### src/rtl/vec_bcast_pkg.sv
package vec_bcast_pkg;

  typedef enum logic [1:0] {
    OP_B32  = 2'b00,
    OP_B64  = 2'b01,
    OP_B128 = 2'b10,
    OP_RSVD = 2'b11
  } bcast_op_e;

  // control-to-datapath strobes
  typedef struct packed {
    logic rep32;
    logic rep64;
    logic rep128;
    logic upperZero;
    logic kill;
    logic wrEn;
    logic fault;
  } bcast_stb_t;

endpackage

### src/rtl/vec_bcast_ctrl.sv
module vec_bcast_ctrl
  import vec_bcast_pkg::*;
#(
  parameter int XF_W = 4
) (
  input  logic            inValid,
  input  logic [1:0]      opSel,
  input  logic            lenBit,
  input  logic            widthBit,
  input  logic [XF_W-1:0] extraField,
  input  logic            srcIsReg,
  output bcast_stb_t      stb
);

  localparam logic [XF_W-1:0] XF_OK = '1;

  bcast_op_e opCode;
  logic xfBad, wBad, lenBad, regBad, rsvBad, anyBad;

  assign opCode = bcast_op_e'(opSel);

  always_comb begin
    xfBad  = (extraField != XF_OK);
    wBad   = widthBit;
    rsvBad = (opCode == OP_RSVD);
    lenBad = ((opCode == OP_B64) || (opCode == OP_B128)) && !lenBit;
    regBad = (opCode == OP_B128) && srcIsReg;
    anyBad = xfBad | wBad | rsvBad | lenBad | regBad;
  end

  always_comb begin
    stb           = '0;
    stb.fault     = inValid & anyBad;
    stb.wrEn      = inValid & ~anyBad;
    stb.kill      = ~stb.wrEn;
    stb.upperZero = ~lenBit;
    unique case (opCode)
      OP_B32:  stb.rep32  = 1'b1;
      OP_B64:  stb.rep64  = 1'b1;
      OP_B128: stb.rep128 = 1'b1;
      default: stb.kill   = 1'b1;
    endcase
  end

endmodule

### src/rtl/vec_bcast_dp.sv
module vec_bcast_dp
  import vec_bcast_pkg::*;
#(
  parameter int SRC_W  = 128,
  parameter int DST_W  = 256,
  parameter int LANE_W = 32
) (
  input  bcast_stb_t        stb,
  input  logic [SRC_W-1:0]  srcData,
  output logic [DST_W-1:0]  dpOut
);

  localparam int LANES     = DST_W / LANE_W;
  localparam int PER64     = 64 / LANE_W;
  localparam int PER128    = SRC_W / LANE_W;
  localparam int HALF      = LANES / 2;

  for (genvar i = 0; i < LANES; i++) begin : g_lane
    localparam bit IS_HIGH = (i >= HALF);
    logic [LANE_W-1:0] laneVal;

    always_comb begin
      laneVal = '0;
      if (stb.rep32)
        laneVal = srcData[0 +: LANE_W];
      else if (stb.rep64)
        laneVal = srcData[(i % PER64) * LANE_W +: LANE_W];
      else if (stb.rep128)
        laneVal = srcData[(i % PER128) * LANE_W +: LANE_W];
      if (stb.kill || (IS_HIGH && stb.upperZero))
        laneVal = '0;
    end

    assign dpOut[i*LANE_W +: LANE_W] = laneVal;
  end

endmodule

### src/rtl/vec_bcast_unit.sv
module vec_bcast_unit
  import vec_bcast_pkg::*;
#(
  parameter int SRC_W   = 128,
  parameter int DST_W   = 256,
  parameter int LANE_W  = 32,
  parameter int XF_W    = 4,
  parameter bit OUT_REG = 1'b1
) (
  input  logic              clk,
  input  logic              rst_n,
  input  logic              inValid,
  input  logic [1:0]        opSel,
  input  logic              lenBit,
  input  logic              widthBit,
  input  logic [XF_W-1:0]   extraField,
  input  logic              srcIsReg,
  input  logic [SRC_W-1:0]  srcData,
  output logic              wrEn,
  output logic              udFault,
  output logic [DST_W-1:0]  result
);

  localparam int HALF_W = DST_W / 2;

  bcast_stb_t        stb;
  logic [DST_W-1:0]  dpOut;

  vec_bcast_ctrl #(.XF_W(XF_W)) i_ctrl (
    .inValid    (inValid),
    .opSel      (opSel),
    .lenBit     (lenBit),
    .widthBit   (widthBit),
    .extraField (extraField),
    .srcIsReg   (srcIsReg),
    .stb        (stb)
  );

  vec_bcast_dp #(.SRC_W(SRC_W), .DST_W(DST_W), .LANE_W(LANE_W)) i_dp (
    .stb     (stb),
    .srcData (srcData),
    .dpOut   (dpOut)
  );

  if (OUT_REG) begin : g_reg
    logic pastOk;

    always_ff @(posedge clk or negedge rst_n) begin
      if (!rst_n) begin
        wrEn    <= 1'b0;
        udFault <= 1'b0;
        result  <= '0;
        pastOk  <= 1'b0;
      end else begin
        wrEn    <= stb.wrEn;
        udFault <= stb.fault;
        result  <= dpOut;
        pastOk  <= 1'b1;
      end
    end

    assert_fault_clean_R10: assert property (@(posedge clk) disable iff (!rst_n)
      udFault |-> (!wrEn && result == '0));

    assert_excl_R10: assert property (@(posedge clk) disable iff (!rst_n)
      $onehot0({wrEn, udFault}));

    assert_xfield_R5: assert property (@(posedge clk) disable iff (!rst_n)
      pastOk && $past(inValid && extraField != '1) |-> udFault);

    assert_wbit_R6: assert property (@(posedge clk) disable iff (!rst_n)
      pastOk && $past(inValid && widthBit) |-> udFault);

    assert_rsvd_R9: assert property (@(posedge clk) disable iff (!rst_n)
      pastOk && $past(inValid && opSel == 2'b11) |-> udFault);

    assert_upper_zero_R2: assert property (@(posedge clk) disable iff (!rst_n)
      pastOk && $past(!lenBit) |-> (result[DST_W-1:HALF_W] == '0));

    assert_idle_R11: assert property (@(posedge clk) disable iff (!rst_n)
      pastOk && $past(!inValid) |-> (!wrEn && !udFault));
  end else begin : g_comb
    assign wrEn    = stb.wrEn;
    assign udFault = stb.fault;
    assign result  = dpOut;
  end

endmodule

### config.mk
export PLATFORM = sky130hd
export DESIGN_NAME = vec_bcast_unit
export DESIGN_NICKNAME = d
export VERILOG_FILES = /design/src/rtl/vec_bcast_pkg.sv /design/src/rtl/vec_bcast_ctrl.sv /design/src/rtl/vec_bcast_dp.sv /design/src/rtl/vec_bcast_unit.sv
export SDC_FILE = /design/constraint.sdc
export NUM_CORES = 1
export LEC_CHECK = 0
export ABC_CLOCK_PERIOD_IN_PS = 800
export BUFFER_PORTS_ARGS = -buffer_cell sky130_fd_sc_hd__buf_2
export CAP_MARGIN = 10
export CORE_MARGIN = 4
export CORE_UTILIZATION = 40
export CTS_CLUSTER_SIZE = 28
export DETAILED_ROUTE_END_ITERATION = 6
export GPL_ROUTABILITY_DRIVEN = 0
export PLACE_DENSITY = 0.68
export SYNTH_ARGS = -nofsm -noshare
export SYNTH_HDL_FRONTEND = slang
export SYNTH_SLANG_ARGS = --single-unit
### constraint.sdc
create_clock -name clk -period 0.8 [get_ports clk]
set_input_delay 0.08 -clock clk [delete_from_list [all_inputs] [get_ports clk]]
set_output_delay 0.08 -clock clk [all_outputs]
set_load 0.01 [all_outputs]
After elaboration in Yosys (flattened, before gate mapping)

Cells that the tools add are included.
W data, S select, Z words.

Word-level logic and storage cells: 47
Register bits after elaboration: 258

Bitwise logic cells: 9
Equal/unequal tests: 4
Multiplexer cells: 24
Reductions and logical operators: 7

Operators with widths:

| cell                 | count |
|---|---|
| $mux W32             | 20 |
| $eq A2 B2 Y1 const B | 2 |
| $mux W1              | 4 |
| $ne A4 B4 Y1 const B | 1 |
| $or A1 B1 Y1         | 4 |
| $not A1 Y1           | 3 |
| $reduce_or A3 Y1     | 1 |
| $and A1 B1 Y1        | 2 |
| $eq A2 B1 Y1 const B | 1 |
| $logic_and A1 B1 Y1  | 2 |
| $logic_not A2 Y1     | 1 |
| $logic_or A1 B1 Y1   | 2 |
| $logic_not A1 Y1     | 1 |

Longest topological paths before layout

Gate-level depths: netlist (run 1).

Word-level depth: 11
Gate-level depth with buffers: 8

Modules after synthesis

From an unflattened synthesis (run 1), not the netlist that was laid out.

Cell total of the unflattened synthesis: 721
Area, all modules: 9,744.3 um2

By module, submodules not included:

| module         | sequential area each (um2) | area each (um2) | cells an instance | times used |
|---|---|---|---|---|
| vec_bcast_unit | 6,456.2                    | 6,456.2         | 258               | 1 |
| vec_bcast_dp   | 0.0                        | 3,143.0         | 448               | 1 |
| vec_bcast_ctrl | 0.0                        | 145.1           | 15                | 1 |

Worst setup path after synthesis (run 1)

No wires, ideal clock.

Kind: input port to flip-flop
Start point: in opSel[1]
End point: reg result[181]
Setup slack: -560 ps
Cell stages on the path: 7
Required time: 664 ps
Data arrival time: 1,224 ps
Cells stage by stage: inv_1 ha_1 buf_4 or3_1 nand3_1 buf_2 nor3_1

Cells in the longest elaborated chain, start to end: 11
Elaborated cells on any way between the ends: 23

RTL lines:

| element                                             | line                                                             | RTL |
|---|---|---|
| start, declared                                     | vec_bcast_unit.sv:13                                             | `input logic [1:0] opSel,` |
| $eq A2 B1 Y1 / $eq A2 B2 Y1 (equally long branches) | vec_bcast_ctrl.sv:26, vec_bcast_ctrl.sv:37, vec_bcast_ctrl.sv:27 |  |
| $logic_or A1 B1 Y1                                  | vec_bcast_ctrl.sv:26                                             | `lenBad = ((opCode == OP_B64) \|\| (opCode == OP_B128)) && !lenBit;` |
| $logic_and A1 B1 Y1                                 | vec_bcast_ctrl.sv:26                                             |  |
| $or A1 B1 Y1 (2 in a row)                           | vec_bcast_ctrl.sv:28                                             | `anyBad = xfBad \| wBad \| rsvBad \| lenBad \| regBad;` |
| $not A1 Y1                                          | vec_bcast_ctrl.sv:34                                             | `stb.wrEn = inValid & ~anyBad;` |
| $and A1 B1 Y1                                       | vec_bcast_ctrl.sv:34                                             |  |
| $not A1 Y1                                          | vec_bcast_ctrl.sv:35                                             | `stb.kill = ~stb.wrEn;` |
| $mux W1                                             | vec_bcast_ctrl.sv:37                                             | `unique case (opCode)` |
| $logic_or A1 B1 Y1                                  | vec_bcast_dp.sv:30                                               | `if (stb.kill \|\| (IS_HIGH && stb.upperZero))` |
| $mux W32 (*)                                        | vec_bcast_dp.sv:30                                               |  |
| via dpOut[181]                                      | vec_bcast_unit.sv:27                                             | `logic [DST_W-1:0] dpOut;` |
| end signal, assigned                                | vec_bcast_unit.sv:57                                             | `result <= dpOut;` |
| end, declared                                       | vec_bcast_unit.sv:21                                             | `output logic [DST_W-1:0] result` |

Mark *: on every way through the listed nets, which the timed path passes. The rest lies on a longest branch.

Worst setup path in the final report (run 1)

Start point: reg result[3]
End point: out result[3]

No word-level cell between the ends.

==> key figures, run 1 <==
Yosys
  • Yosys Warn Count: 0
  • Async SR Flop Fraction: 100.0%
  • Post-Syn Instances: 846
  • Yosys top cell by area: dfrtp_1
  • Avg Inst Size Synth: 11.69 sq um
  • Ranking of synthesized cells by area: dfrtp_1 65%, nor3_1 7.6%, mux2i_1 3.2%
  • #FFs+latches synth: 258
  • Syn Nets: 990
  • Top_reg_cell synth: dfrtp_1
  • Unique cell type count in the Yosys netlist: 29
  • Number of synthesized flops with an enable pin: 0
  • Post-Syn Area: 9888 sq um
  • Post-synth top area share: 65.29%
  • Register area share after synthesis: 65.29%

Placed design
  • Dpl hpwl: 25.87 mm
  • Port buffer count: 397
  • Setup WS pre-CTS: -822.0 ps

CTS
  • CTS tree: built
  • Clock sink count: 258
  • Worst-path clk slew: 70 ps
  • Clock Tree Root: clkbuf_16
  • H-tree Lvls: 1
  • CTS Buf Count: 28
  • Clock Tree Buf Depth: 3

Floorplanning
  • Placement Rows: 57
  • Core Area: 24320 sq um
  • Die Span Y: 165.2 um
  • Starting Density: 40.66%
  • DIE AREA: 27300 sq um
  • Die width: 165.2 um
  • IO Pins: 398

GRT
  • Aggregate global-route resource usage: 41.84%
  • Largest net degree at the start of global routing: 53
  • Initial antenna violation count: 6
  • Number of global-route vias before repair: 12430
  • First-pass GRT wire length: 82.96 mm
  • GRT overflow: 0

Setup path
  • CP arrival: 1200 ps
  • Crit-path leading delay family: flip-flops
  • Worst-path maximum fanout: 1
  • Crit-path slowest cell: dfrtp_1
  • CP Data Required Time: 720 ps
  • Critical-path cell list: buf_6
  • Worst Setup End Kind: output port
  • Buffers & Inverters on Critical Path: 1
  • Startpoint Class: flop
  • CP max stage delay: 460 ps
  • WS Path Type: flop to output port

Route
  • Met3 WL post-DR: 8.676 mm
  • Via count: 12520
  • DRT Wirelength: 69.60 mm
  • Via density: 6.524
  • Final ANT Viol Nets: 0
  • DR WL/cell: 36.27 um
  • Pre-antenna DRT Iters: 7
  • Met1 WL: 21.61 mm
  • # DRC: 0
  • Highest metal used: met5
  • Routed wire length on met2: 31.87 mm
  • DRT iter0 DRCs: 1492

Timing
  • Final Cycle Share: 160.2%
  • Hold WS: -58.57 ps
  • Tmin final: 1282 ps
  • Fin. max-slew vios: 0
  • Final setup vio count: 516
  • Min setup slack post-route: -481.9 ps
  • Unrepaired setup endpoints after global routing: yes
  • Worst Tran Pin Value: 514.0 ps
  • Slew HR: 64.75%
  • Fin. Hold Viols: 13
  • Max frequency: 780.1 MHz

Power and ir drop
  • Leak: 10.59 nW
  • P per Cell Area: 1491 nW/um^2
  • Maximum vdd ir drop: 2.100 mV

Cells and area
  • Final core utilization: 92.41%
  • Layout cells sized above 1: 66.35%
  • NumNets Final: 1715
  • Area growth from synthesis to layout: 127.3%

Run status
  • Run status: finished with violations
  • Violated checks: negative hold slack, negative setup slack

Flow run
  • Max-cap violations: 0

Hold path
  • Worst hold-check path type: primary input to asynchronous set/reset pin
-- repair_timing --
action,4_1_cts,5_1_grt
gates resized for setup,552,364
setup endpoints to repair,516,516
pin swaps,152,127
hold buffers,128,9
setup buffers,79,35
endpoints found under the hold margin,482,29
gates cloned,68,7
-- cell usage in the layout (no fill, tap or decap), types with 18 or more instances in the layout --
cell type and count:
buf_2 286, o21a_1 26, nor4_4 31, nor3_4 89
inv_1 26, nand3b_1 32, dlygate4sd3_1 136, a21oi_1 21
buf_4 48, a31oi_4 32, buf_16 51, nor2_4 58
buf_6 153, mux2i_4 18, dfrtp_1 257, clkbuf_16 35
nor3_2 67, buf_12 79
-- final timing paths --
kind / startpoint / endpoint / cells past startpoint
max in group asynchronous: rst_n / result[65]$_DFF_PN0_ / 3
min in group clk: srcData[116] / result[116]$_DFF_PN0_ / 4
worst min-delay path: rst_n / result[219]$_DFF_PN0_ / 2
worst max-delay path: result[3]$_DFF_PN0_ / result[3] / 1
-- Yosys cell counts, types with 2 or more instances --
master    instances
o21a_1           33
nor4_1           33
inv_1            34
nand3b_1         32
and2_1            2
a31oi_1          32
buf_2            37
mux2i_1          32
ha_1              4
buf_1             4
a21oi_1          32
nor2_1           66
clkbuf_1         33
a22o_1           32
nand3_1           2
nor3_1          150
buf_4             9
dfrtp_1         258
nand2_1           3
nor3_2            9
-- through the flow --
stage	power (W)	instance area (sq um)	hold WS [ps]	setup TNS, ps	std cells
final	0.03350	22470	-58.57	-154700	1919
after global routing	0.03403	22470	-36.10	-162970	1918
after CTS	0.03159	20760	-39.63	-127190	1898
after detailed placement	0.01632	13330	-75.58	-178210	1576
after global placement	0.01629	13330	-70.15	-172470	1576
after floorplan	0.01474	10390	-215.6	-97380	846
-- per-layer routing --
metal / global-route usage (%) / vias to the layer above
li1: - / 4503
met5: 0 / -
met2: 65.96 / 1308
met3: 12.36 / 560
met1: 49.93 / 6146
met4: 27.26 / 2
-- registers in the layout, indices dropped and copies added, names as in the netlist --
register,count
result,256
udFault,1
wrEn,1
-- final cells by class --
class | count | area [sq um]
Timing Repair Buffer | 779 | 8357
Sequential cell | 258 | 6457
Multi-Input combinational cell | 470 | 6240
Fill cell | 711 | 1846
Clock buffer | 41 | 799.5
Tap cell | 324 | 405.4
Inverter | 34 | 147.6
Clock inverter | 8 | 55.05
Antenna cell | 5 | 12.51
-- logic make-up (layout without fill, tap and decap cells) --
family	after synthesis	after routing	share of synthesized area, %
buffers and inverters	119	862	5.441
other	0	5	0
multiplexers	32	32	3.239
AO/OA/AOI/OAI	129	129	8.984
adder cells (fa/ha/maj)	4	4	0.5062
AND/OR/NAND/NOR	304	305	16.54
flip-flops	258	258	65.29
-- where the power goes --
group / internal (W) / total [W] / switching, W
logic: 0.00338 / 0.00756 / 0.00418
clock network: 0.00690 / 0.0128 / 0.00595
registers: 0.0131 / 0.0131 / 0.0000168
total: 0.0234 / 0.0335 / 0.0101
Power figures use the tool's default switching activity.
==> inputs of run 2 (changes only) <==
Settings changed: REMOVE_ABC_BUFFERS set to 1.
==> key figures, run 2 (same netlist as run 1, synthesis figures left out) <==
Setup path
  • Worst Setup End Kind: flop
  • CP max stage delay: 380 ps (-80 ps)
  • Crit-path leading delay family: simple AND/OR/NAND/NOR gates
  • CP arrival: 1710 ps (+510 ps)
  • Critical-path cell list: buf_12 -> ha_4 -> and4bb_4 -> buf_12 -> buf_12 -> nand2_8 -> buf_16 -> buf_6 -> nor4_4
  • Worst-path maximum fanout: 6 (+5)
  • Buffers & Inverters on Critical Path: 5 (+4)
  • WS Path Type: primary input to flop
  • Most common cell on crit path: buf_12
  • CP Data Required Time: 1230 ps (+510 ps)
  • Startpoint Class: primary input
  • Crit path depth: 9 (+8)
  • Crit-path slowest cell: and4bb_4

CTS
  • Clock Tree Buf Depth: 3 (unchanged)
  • CTS tree: built
  • Clock Tree Root: clkbuf_16
  • Clock sink count: 258 (unchanged)
  • CTS Buf Count: 27 (-3.6%)
  • H-tree Lvls: 1 (unchanged)
  • Worst-path clk slew: 70 ps (about the same)

Timing
  • Unrepaired setup endpoints after global routing: yes
  • Slew HR: 54.60% (-10 points)
  • Fin. max-slew vios: 0 (unchanged)
  • Min setup slack post-route: -477.3 ps (+4.552 ps)
  • Fin. Hold Viols: 4 (-9)
  • Max frequency: 782.9 MHz (+0.36%)
  • Final setup vio count: 516 (unchanged)
  • Worst Tran Pin Value: 662.1 ps (+148.1 ps)
  • Tmin final: 1277 ps (-4.552 ps)
  • Final Cycle Share: 159.7% (-0.57 points)
  • Hold WS: -21.68 ps (+36.90 ps)

Route
  • DRT Wirelength: 64.02 mm (-8.0%)
  • Pre-antenna DRT Iters: 7 (unchanged)
  • DRT iter0 DRCs: 1399 (-6.2%)
  • DR WL/cell: 34.02 um (-6.2%)
  • # DRC: 0 (unchanged)
  • Final ANT Viol Nets: 0 (unchanged)
  • Via count: 11880 (-5.1%)
  • Via density: 6.313 (-3.2%)

Cells and area
  • Top reg by flops: result
  • Number of flip-flops in the largest register: 256 (unchanged)
  • Layout filler cell count: 849 (+19%)
  • Leading cell type in the layout, fill and taps excluded: buf_2
  • NumNets Final: 1680 (-2.0%)
  • Most frequent cells in the layout: 292 x buf_2, 258 x dfrtp_1, 146 x buf_6, 129 x dlygate4sd3_1, 117 x nor3_4
  • Layout cells sized above 1: 64.61% (-1.7 points)
  • Area growth from synthesis to layout: 119.9%
  • Largest regs: result (256), udFault (1), wrEn (1)

GRT
  • Aggregate global-route resource usage: 36.64% (-5.2 points)
  • Initial antenna violation count: 3 (-3)
  • Largest net degree at the start of global routing: 52 (-1.9%)
  • GRT overflow: 0 (unchanged)
  • Number of global-route vias before repair: 11780 (-5.2%)
  • First-pass GRT wire length: 73.90 mm (-11%)

Hold path
  • Worst hold-check path type: primary input to flop
  • WHS Path Cells: 4

Floorplanning
  • Die width: 165.2 um (unchanged)
  • Placement Rows: 57 (unchanged)
  • IO Pins: 398 (unchanged)
  • Starting Density: 40.66% (unchanged)
  • DIE AREA: 27300 sq um (unchanged)
  • Core Area: 24320 sq um (unchanged)
  • Die Span Y: 165.2 um (unchanged)

Power and ir drop
  • P per Cell Area: 1500 nW/um^2 (+0.61%)
  • Design Power: 0.03261 W (-2.7%)
  • Leak: 10.50 nW (-0.90%)
  • Maximum vdd ir drop: 1.171 mV (-44%)

Placed design
  • Port buffer count: 397 (unchanged)
  • Dpl hpwl: 23.04 mm (-11%)

Flow run
  • Max-cap violations: 0 (unchanged)

Run status
  • Run status: finished with violations
  • Violated checks: negative hold slack, negative setup slack
run 2: final cells by class:
type                            instances  area [sq um]  share of cell area [%]
Tap cell                              324         405.4                   1.864
Timing Repair Buffer                  744          7700                   35.41
Inverter                               34         137.6                  0.6329
Antenna cell                            1         2.502                 0.01151
Sequential cell                       258          6456                   29.69
Clock buffer                           43         825.8                   3.798
Clock inverter                          7         51.30                  0.2359
Multi-Input combinational cell        471          6166                   28.36
run 2: metal layers:
layer	wire [um]	vias to the layer above	track usage [%]	part of all wire [%]
li1	-	4403	-	-
met1	20090	5793	44.16	31
met2	30090	1203	61.17	47
met3	7505	479	8.389	12
met4	6305	4	19.66	9.8
met5	27	-	0	0.042
run 2: metrics by stage:
step | area [sq um] | setup WS, ps | util [%] | instances | TNS [ps]
2_1_floorplan | 9478 | -4243 | - | 761 | -913620
3_3_place_gp | 12770 | -790.2 | 52.53 | 1552 | -168040
3_5_place_dp | 12770 | -794.5 | 52.53 | 1552 | -171710
4_1_cts | 19720 | -395.1 | 81.09 | 1860 | -126510
5_1_grt | 21740 | -458.2 | 89.40 | 1881 | -156810
6_report | 21740 | -477.3 | 89.41 | 1882 | -149530
run 2: what timing repair did:
action | CTS | global route
hold buffers | 128 | 2
resized for setup | 527 | 390
endpoints found under the setup margin | 516 | 516
hold endpoints to repair | 499 | 7
pin swaps | 156 | 136
gates cloned | 56 | 18
buffers inserted | 77 | 35
run 2: worst paths after layout:
kind                       slack, ps                    end         from
setup / recovery                -480   result[11]$_DFF_PN0_     opSel[1]
hold / removal                   -20  result[204]$_DFF_PN0_  srcData[12]
max in group asynchronous        220  result[135]$_DFF_PN0_        rst_n
min in group asynchronous         10  result[192]$_DFF_PN0_        rst_n
run 2: power breakdown:
group	total (W)	switching (W)	internal, W
Clock	0.0127	0.00558	0.00710
Combinational	0.00684	0.00395	0.00290
Sequential	0.0131	0.0000180	0.0131
Total	0.0326	0.00955	0.0231
